File: config.mk
export PLATFORM = sky130hd
export DESIGN_NAME = sd_card_init_seq
export DESIGN_NICKNAME = d
export VERILOG_FILES = /design/src/rtl/sdinit_pkg.sv /design/src/rtl/sdinit_volt_sel.sv /design/src/rtl/sdinit_tick_cnt.sv /design/src/rtl/sdinit_addr_map.sv /design/src/rtl/sd_card_init_seq.sv
export SDC_FILE = /design/constraint.sdc
export NUM_CORES = 1
export LEC_CHECK = 0
export CORE_UTILIZATION = 42
export DETAILED_ROUTE_END_ITERATION = 16
export PLACE_DENSITY_LB_ADDON = 0.08
export REMOVE_ABC_BUFFERS = 1
export SLEW_MARGIN = 20
export SYNTH_ARGS = -nofsm -noshare
export SYNTH_HDL_FRONTEND = slang
export SYNTH_SLANG_ARGS = --single-unit
File: constraint.sdc
create_clock -name clk -period 3.5 [get_ports clk]
set_input_delay 0.35 -clock clk [delete_from_list [all_inputs] [get_ports clk]]
set_output_delay 0.35 -clock clk [all_outputs]
set_load 0.02 [all_outputs]
File: src/rtl/sdinit_pkg.sv
package sdinit_pkg;

    typedef enum logic [2:0] {
        S_IDLE, S_WARM, S_CMD, S_GAP, S_DONE, S_ERR
    } seq_state_t;

    typedef enum logic [3:0] {
        K_GO_IDLE, K_IF_COND, K_PRB_APP, K_PRB_SD, K_PRB_MMC,
        K_POLL_APP, K_POLL_SD, K_POLL_MMC, K_CID, K_RCA, K_CSD, K_SEL
    } cmd_step_t;

    typedef enum logic [1:0] {
        CLK_OFF  = 2'b00,
        CLK_SLOW = 2'b01,
        CLK_FAST = 2'b10
    } clk_sel_t;

    typedef struct packed {
        logic       ok;
        logic [4:0] ocr_pos;
        logic [7:0] pwr_code;
    } volt_pick_t;

    localparam logic [31:0] IFC_HIGH_V = 32'h0000_01AA;
    localparam logic [31:0] IFC_LOW_V  = 32'h0000_02AA;
    localparam logic [4:0]  LOW_V_LIMIT = 5'd15;
    localparam logic [31:0] MMC_RCA_ARG = 32'h0001_0000;

    function automatic logic [5:0] step_index(cmd_step_t s);
        case (s)
            K_GO_IDLE:             return 6'd0;
            K_IF_COND:             return 6'd8;
            K_PRB_APP, K_POLL_APP: return 6'd55;
            K_PRB_SD, K_POLL_SD:   return 6'd41;
            K_PRB_MMC, K_POLL_MMC: return 6'd1;
            K_CID:                 return 6'd2;
            K_RCA:                 return 6'd3;
            K_CSD:                 return 6'd9;
            default:               return 6'd7;
        endcase
    endfunction

endpackage

File: src/rtl/sdinit_volt_sel.sv
module sdinit_volt_sel
    import sdinit_pkg::*;
(
    input  logic [2:0]  cap,
    output volt_pick_t  pick
);
    always_comb begin
        pick = '0;
        if (cap[2]) begin
            pick.ok = 1'b1; pick.ocr_pos = 5'd20; pick.pwr_code = 8'h0F;
        end else if (cap[1]) begin
            pick.ok = 1'b1; pick.ocr_pos = 5'd18; pick.pwr_code = 8'h0D;
        end else if (cap[0]) begin
            pick.ok = 1'b1; pick.ocr_pos = 5'd7;  pick.pwr_code = 8'h0B;
        end
    end
endmodule

File: src/rtl/sdinit_tick_cnt.sv
module sdinit_tick_cnt #(
    parameter int W = 4
) (
    input  logic         clk,
    input  logic         rst,
    input  logic         clr,
    input  logic         tick,
    output logic [W-1:0] count
);
    always_ff @(posedge clk) begin
        if (rst || clr)
            count <= '0;
        else if (tick && (count != {W{1'b1}}))
            count <= count + 1'b1;
    end
endmodule

File: src/rtl/sdinit_addr_map.sv
module sdinit_addr_map #(
    parameter int AW    = 32,
    parameter int SHIFT = 9
) (
    input  logic          hc,
    input  logic [AW-1:0] lba,
    output logic [AW-1:0] addr
);
    always_comb addr = hc ? lba : (lba << SHIFT);
endmodule

File: src/rtl/sd_card_init_seq.sv
module sd_card_init_seq
    import sdinit_pkg::*;
#(
    parameter int WARM_MS    = 1,
    parameter int POLL_MS    = 5,
    parameter int TIMEOUT_MS = 1000
) (
    input  logic        clk,
    input  logic        rst,
    input  logic        start,
    input  logic [2:0]  cap_volt,
    input  logic        ms_tick,
    output logic        cmd_req,
    output logic [5:0]  cmd_index,
    output logic [31:0] cmd_arg,
    input  logic        rsp_valid,
    input  logic        rsp_err,
    input  logic [31:0] rsp_data,
    output logic [7:0]  pwr_ctrl,
    output logic [1:0]  clk_sel,
    output logic        done,
    output logic        error,
    output logic        is_mmc,
    output logic        is_hc,
    output logic [15:0] rca,
    input  logic [31:0] lba,
    output logic [31:0] card_addr
);
    localparam int GAP_MAX = (WARM_MS > POLL_MS) ? WARM_MS : POLL_MS;
    localparam int GAP_W   = $clog2(GAP_MAX + 2);
    localparam int TO_W    = $clog2(TIMEOUT_MS + 2);

    seq_state_t state_q;
    cmd_step_t  step_q, adv;
    clk_sel_t   clk_q;
    volt_pick_t pick;
    logic [4:0]  ocr_pos_q;
    logic [7:0]  pwr_q;
    logic        req_q, hcs_q, mmc_q, hc_q, done_q, err_q, poll_on_q;
    logic [15:0] rca_q;
    logic [GAP_W-1:0] gap_cnt;
    logic [TO_W-1:0]  to_cnt;
    logic [31:0] ocr_bit, if_arg, poll_arg;
    logic rsp_take, fatal, finish, to_gap, set_hcs, set_mmc, take_hc, take_rca;

    sdinit_volt_sel u_vsel (.cap(cap_volt), .pick(pick));

    sdinit_tick_cnt #(.W(GAP_W)) u_gap_cnt (
        .clk(clk), .rst(rst),
        .clr(!(state_q == S_WARM || state_q == S_GAP)),
        .tick(ms_tick), .count(gap_cnt)
    );

    sdinit_tick_cnt #(.W(TO_W)) u_to_cnt (
        .clk(clk), .rst(rst), .clr(!poll_on_q),
        .tick(ms_tick), .count(to_cnt)
    );

    sdinit_addr_map #(.AW(32), .SHIFT(9)) u_amap (
        .hc(hc_q), .lba(lba), .addr(card_addr)
    );

    assign ocr_bit  = 32'd1 << ocr_pos_q;
    assign if_arg   = (ocr_pos_q >= LOW_V_LIMIT) ? IFC_HIGH_V : IFC_LOW_V;
    assign poll_arg = {1'b0, hcs_q, 30'd0} | ocr_bit;
    assign rsp_take = (state_q == S_CMD) && req_q && rsp_valid;

    // Command presented on the handshake
    always_comb begin
        cmd_index = step_index(step_q);
        case (step_q)
            K_IF_COND:             cmd_arg = if_arg;
            K_POLL_SD, K_POLL_MMC: cmd_arg = poll_arg;
            K_RCA:                 cmd_arg = mmc_q ? MMC_RCA_ARG : 32'd0;
            K_CSD, K_SEL:          cmd_arg = {rca_q, 16'h0000};
            default:               cmd_arg = 32'd0;
        endcase
    end

    // Response decode per step
    always_comb begin
        adv = step_q; fatal = 1'b0; finish = 1'b0; to_gap = 1'b0;
        set_hcs = 1'b0; set_mmc = 1'b0; take_hc = 1'b0; take_rca = 1'b0;
        case (step_q)
            K_GO_IDLE: if (rsp_err) fatal = 1'b1; else adv = K_IF_COND;
            K_IF_COND: begin
                adv = K_PRB_APP;
                if (!rsp_err && rsp_data == if_arg) set_hcs = 1'b1;
            end
            K_PRB_APP: adv = rsp_err ? K_PRB_MMC : K_PRB_SD;
            K_PRB_SD:  adv = rsp_err ? K_PRB_MMC : K_POLL_APP;
            K_PRB_MMC: if (rsp_err) fatal = 1'b1;
                       else begin set_mmc = 1'b1; adv = K_POLL_MMC; end
            K_POLL_APP: if (rsp_err) fatal = 1'b1; else adv = K_POLL_SD;
            K_POLL_SD, K_POLL_MMC: begin
                if (rsp_err) fatal = 1'b1;
                else if (rsp_data[31]) begin take_hc = 1'b1; adv = K_CID; end
                else if (to_cnt >= TO_W'(TIMEOUT_MS)) fatal = 1'b1;
                else to_gap = 1'b1;
            end
            K_CID: if (rsp_err) fatal = 1'b1; else adv = K_RCA;
            K_RCA: if (rsp_err) fatal = 1'b1;
                   else begin take_rca = 1'b1; adv = K_CSD; end
            K_CSD: if (rsp_err) fatal = 1'b1; else adv = K_SEL;
            default: if (rsp_err) fatal = 1'b1; else finish = 1'b1;
        endcase
    end

    always_ff @(posedge clk) begin
        if (rst) begin
            state_q <= S_IDLE;  step_q <= K_GO_IDLE; clk_q <= CLK_OFF;
            ocr_pos_q <= '0;    pwr_q <= '0;        req_q <= 1'b0;
            hcs_q <= 1'b0;      mmc_q <= 1'b0;      hc_q <= 1'b0;
            done_q <= 1'b0;     err_q <= 1'b0;      poll_on_q <= 1'b0;
            rca_q <= '0;
        end else begin
            case (state_q)
                S_IDLE, S_DONE, S_ERR: if (start) begin
                    step_q <= K_GO_IDLE; hcs_q <= 1'b0; mmc_q <= 1'b0;
                    hc_q <= 1'b0; rca_q <= '0; done_q <= 1'b0;
                    poll_on_q <= 1'b0;
                    if (pick.ok) begin
                        ocr_pos_q <= pick.ocr_pos; pwr_q <= pick.pwr_code;
                        clk_q <= CLK_SLOW; err_q <= 1'b0; state_q <= S_WARM;
                    end else begin
                        pwr_q <= '0; clk_q <= CLK_OFF; err_q <= 1'b1;
                        state_q <= S_ERR;
                    end
                end
                S_WARM: if (gap_cnt >= GAP_W'(WARM_MS)) state_q <= S_CMD;
                S_GAP: if (gap_cnt >= GAP_W'(POLL_MS)) begin
                    state_q <= S_CMD;
                    step_q  <= mmc_q ? K_POLL_MMC : K_POLL_APP;
                end
                S_CMD: if (rsp_take) begin
                    req_q <= 1'b0;
                    if (set_hcs) hcs_q <= 1'b1;
                    if (set_mmc) begin mmc_q <= 1'b1; hcs_q <= 1'b1; end
                    if (take_hc) hc_q <= rsp_data[30];
                    if (take_rca) rca_q <= mmc_q ? 16'd1 : rsp_data[31:16];
                    if (fatal) begin
                        pwr_q <= '0; clk_q <= CLK_OFF; err_q <= 1'b1;
                        state_q <= S_ERR;
                    end else if (finish) begin
                        clk_q <= CLK_FAST; done_q <= 1'b1; state_q <= S_DONE;
                    end else if (to_gap) begin
                        state_q <= S_GAP;
                    end else begin
                        step_q <= adv;
                        if (adv == K_POLL_APP || adv == K_POLL_MMC)
                            poll_on_q <= 1'b1;
                    end
                end else if (!req_q) begin
                    req_q <= 1'b1;
                end
                default: state_q <= S_IDLE;
            endcase
        end
    end

    assign cmd_req  = req_q;
    assign pwr_ctrl = pwr_q;
    assign clk_sel  = clk_q;
    assign done     = done_q;
    assign error    = err_q;
    assign is_mmc   = mmc_q;
    assign is_hc    = hc_q;
    assign rca      = rca_q;

    AST_CMD_HOLD: assert property (@(posedge clk) disable iff (rst)
        (cmd_req && !rsp_valid) |=> (cmd_req && $stable(cmd_index) && $stable(cmd_arg)));
    AST_REQ_RELEASE: assert property (@(posedge clk) disable iff (rst)
        (cmd_req && rsp_valid) |=> !cmd_req);
    AST_ERR_SAFE: assert property (@(posedge clk) disable iff (rst)
        error |-> (pwr_ctrl == 8'h00 && clk_sel == 2'b00 && !cmd_req));
    AST_DONE_FAST: assert property (@(posedge clk) disable iff (rst)
        done |-> (clk_sel == 2'b10 && pwr_ctrl[0]));
    AST_DONE_EXCL: assert property (@(posedge clk) disable iff (rst)
        !(done && error));
    AST_MMC_RCA: assert property (@(posedge clk) disable iff (rst)
        (done && is_mmc) |-> (rca == 16'd1));
endmodule

==> results_dict.tcl <==
set metrics [dict create \
    status "finished, final reports clean" \
    grt_pass1_wl_microns 19500 \
    synth_area_leaders "dfxtp_1 (31%), mux2_2 (6.8%), a21oi_1 (5.3%), nand2_1 (4.2%), nor2_1 (3.8%)" \
    synthCells 470 \
    wire_per_inst_microns 16.8 \
    p_int_mw 1.51 \
    yosys.area.top_type "dfxtp_1" \
    cts_sinks 58 \
    whs_ps 453 \
    yosys.area.top_type_share_pct 30.6 \
    cts-root-buf "clkbuf_8" \
    report.final.slew_viol_count 0 \
    hold_buffers 0 \
    cts_buffers 9 \
    seqPwrFrac_pct 35.3 \
    dp_hpwl_microns 9730 \
    fin_setup_tns_ps 0 \
    ys.flop_type "dfxtp_1" \
    rsz0062_at_grt "false" \
    area_growth_pct 48.5 \
    cap_violations 0 \
    post_cts_buffers 0 \
    leakage_nw 2.00 \
    criticalPathCategory "reg -> reg" \
    routed_via_density 5.45 \
    cts_resized 0 \
    die_area_sq_um 9420 \
    ys_ff_latch 58 \
    critPathCaptureType "flop" \
    r2r_slack_ps 320 \
    finalSetupViolCount 0 \
    r2r-end "cmd_index[2]$_DFF_P_" \
    arrival_ps 3390 \
    synthArstFlopShare_pct 0 \
    gr-usage-all-layers_pct 25.9 \
    drtAntennaViolNets 0 \
    crit_required_ps 3720 \
    sw_frac_of_total_pct 38.8 \
    ios 174 \
    place_congestion 0.934 \
    utilization_pct 64.6 \
    period_minus_slack_ps 3180 \
    grt_overflow_total 0 \
    detail_route.iter0.violations 156 \
    synth.distinct_cells 71 \
    pwr-share-clk_pct 23.5 \
    drc_errors 0 \
    yosys_warnings 0 \
    r2r_cells 9 \
    min_path_type "reg -> reg" \
    htreeDepth 3 \
    grt_pass1_vias 3818 \
    tightest_slew_ps 1010 \
    synthesis.area_sq_um 3790 \
    numPortBuffers 163 \
    row_count 34 \
    drive_gt1_share_pct 10.5 \
    antenna_found_initial 0 \
    seq_area_frac_synth_pct 30.6 \
    cts_tree "done" \
    vias 4031 \
    mostFrequentLayoutCell "clkdlybuf4s50_1" \
    fin_crit_sh_pct 90.8 \
    setup.worst_path.start "step_q[3]$_SDFFE_PP0N_" \
    endpoint "cmd_index[2]$_DFF_P_" \
    finClkSkew_ps 11.1 \
    diodes 0 \
    final_hold_viol_count 0 \
    layout_common_cells "clkdlybuf4s50_1 (163), dfxtp_1 (58), nand2_1 (42)" \
    fin_nets 709 \
    cp-start-kind "flop" \
    drt_first_pass_iters 4 \
    start_util_pct 43.5 \
    die-width_microns 97.0 \
    power_switching_uw 958 \
    routed_wl_microns 12400 \
    cts_buffer_depth 2 \
    path_clk_slew_ps 70 \
    r2r-start "step_q[3]$_SDFFE_PP0N_" \
    peakVddDrop_uv 381 \
    crit_fanout 13 \
    syn_area_per_cell_sq_um 8.07 \
    slew_headroom_pct 32.7 \
    die_y_microns 97.0 \
    clk_latency_ps 340 \
    fmax_mhz 315 \
    grt_max_degree 35 \
    combinationalPowerShare_pct 41.2 \
    core_sq_um 8720 \
    power.density_nw_per_um2 438 \
    synth_edf_count 0 \
]
## area by class of cell
class / instances / area [sq um]
Clock buffer: 14 / 173
Clock inverter: 2 / 10.0
Sequential cell: 58 / 1160
Inverter: 15 / 56.3
Fill cell: 777 / 3090
Timing Repair Buffer: 173 / 1710
Multi-Input combinational cell: 369 / 2390
Tap cell: 108 / 135
## worst min-delay path by stage
| stage | from | endpoint | slack [ps] | depth (start not counted) |
|---|---|---|---|---|
| global route | hcs_q$_SDFFE_PP0P_ | hcs_q$_SDFFE_PP0P_ | 470 | 2 |
| finish | hcs_q$_SDFFE_PP0P_ | hcs_q$_SDFFE_PP0P_ | 450 | 2 |
| detailed placement | hcs_q$_SDFFE_PP0P_ | hcs_q$_SDFFE_PP0P_ | 450 | 2 |
| floorplan | rst | cmd_index[5]$_SDFF_PP0_ | 420 | 1 |
| CTS | hcs_q$_SDFFE_PP0P_ | hcs_q$_SDFFE_PP0P_ | 460 | 2 |
| global placement | poll_on_q$_SDFFE_PP0P_ | poll_on_q$_SDFFE_PP0P_ | 440 | 2 |
## critical path: stages (launching register included)
cell	delay, ps
dfxtp_1	620
inv_1	210
nor3_1	550
o41a_4	290
nor2_2	40
mux2i_1	390
nor2_1	170
ha_1	290
o41ai_4	380
nor3_1	110
## cell usage after synthesis (6+ instances only)
master     n
buf_4     12
o21ai_0   24
clkbuf_1  15
mux2_2    23
a31oi_1    6
inv_1     15
nor3_1    16
nor2b_1    7
nor2_1    38
dfxtp_1   58
nor4_1     8
and2_1    18
a21oi_1   40
nand3_1   25
ha_1      10
nand2b_1  10
nand2_1   42
## power groups by stage
stage | Sequential (mW) | Clock, mW | Combinational, mW
final | 0.872 | 0.579 | 1.02
after global routing | 0.890 | 0.620 | 1.09
after CTS | 0.871 | 0.588 | 1.01
after detailed placement | 0.885 | 0 | 1.01
after global placement | 0.881 | 0 | 0.997
after floorplan | 0.936 | 0 | 0.512
## state kept, by name, indices dropped and copies added (netlist names)
signal and flops:
hcs_q 1, pwr_ctrl 3, ocr_pos_q 4, poll_on_q 1, u_gap_cnt.count 3, is_mmc 1, is_hc 1, error 1
u_to_cnt.count 10, state_q 3, clk_sel 2, rca 16, cmd_index 6, step_q 4, cmd_req 1, done 1
## layer usage
layer	track usage [%]	share of wire (%)	vias to the layer above
met3	6.21	6.6	19
met1	28.7	40	1866
met2	46.5	51	161
li1	-	-	1985
met4	12.1	2.5	0
met5	0	0	-
## per-stage QoR
| stage | power (mW) | std cells | cell area (sq um) | setup WS, ps |
|---|---|---|---|---|
| 2_1_floorplan | 1.45 | 442 | 3610 | 617 |
| 6_report | 2.47 | 739 | 5630 | 321 |
| 4_1_cts | 2.47 | 739 | 5630 | 399 |
| 5_1_grt | 2.60 | 739 | 5630 | 193 |
| 3_3_place_gp | 1.88 | 723 | 5450 | 265 |
| 3_5_place_dp | 1.89 | 723 | 5450 | 171 |
## cell families after synthesis
| logic type | Yosys count | share of synthesized area [%] |
|---|---|---|
| fa+ha+maj | 10 | 3.30 |
| xor+xnor | 8 | 1.85 |
| compound gates | 119 | 21.8 |
| buf+inv | 52 | 7.26 |
| simple gates | 195 | 27.2 |
| mux | 27 | 7.88 |
| flops | 58 | 30.6 |
| other cells | 1 | 0.0988 |
(Power assumes the default switching activity.)
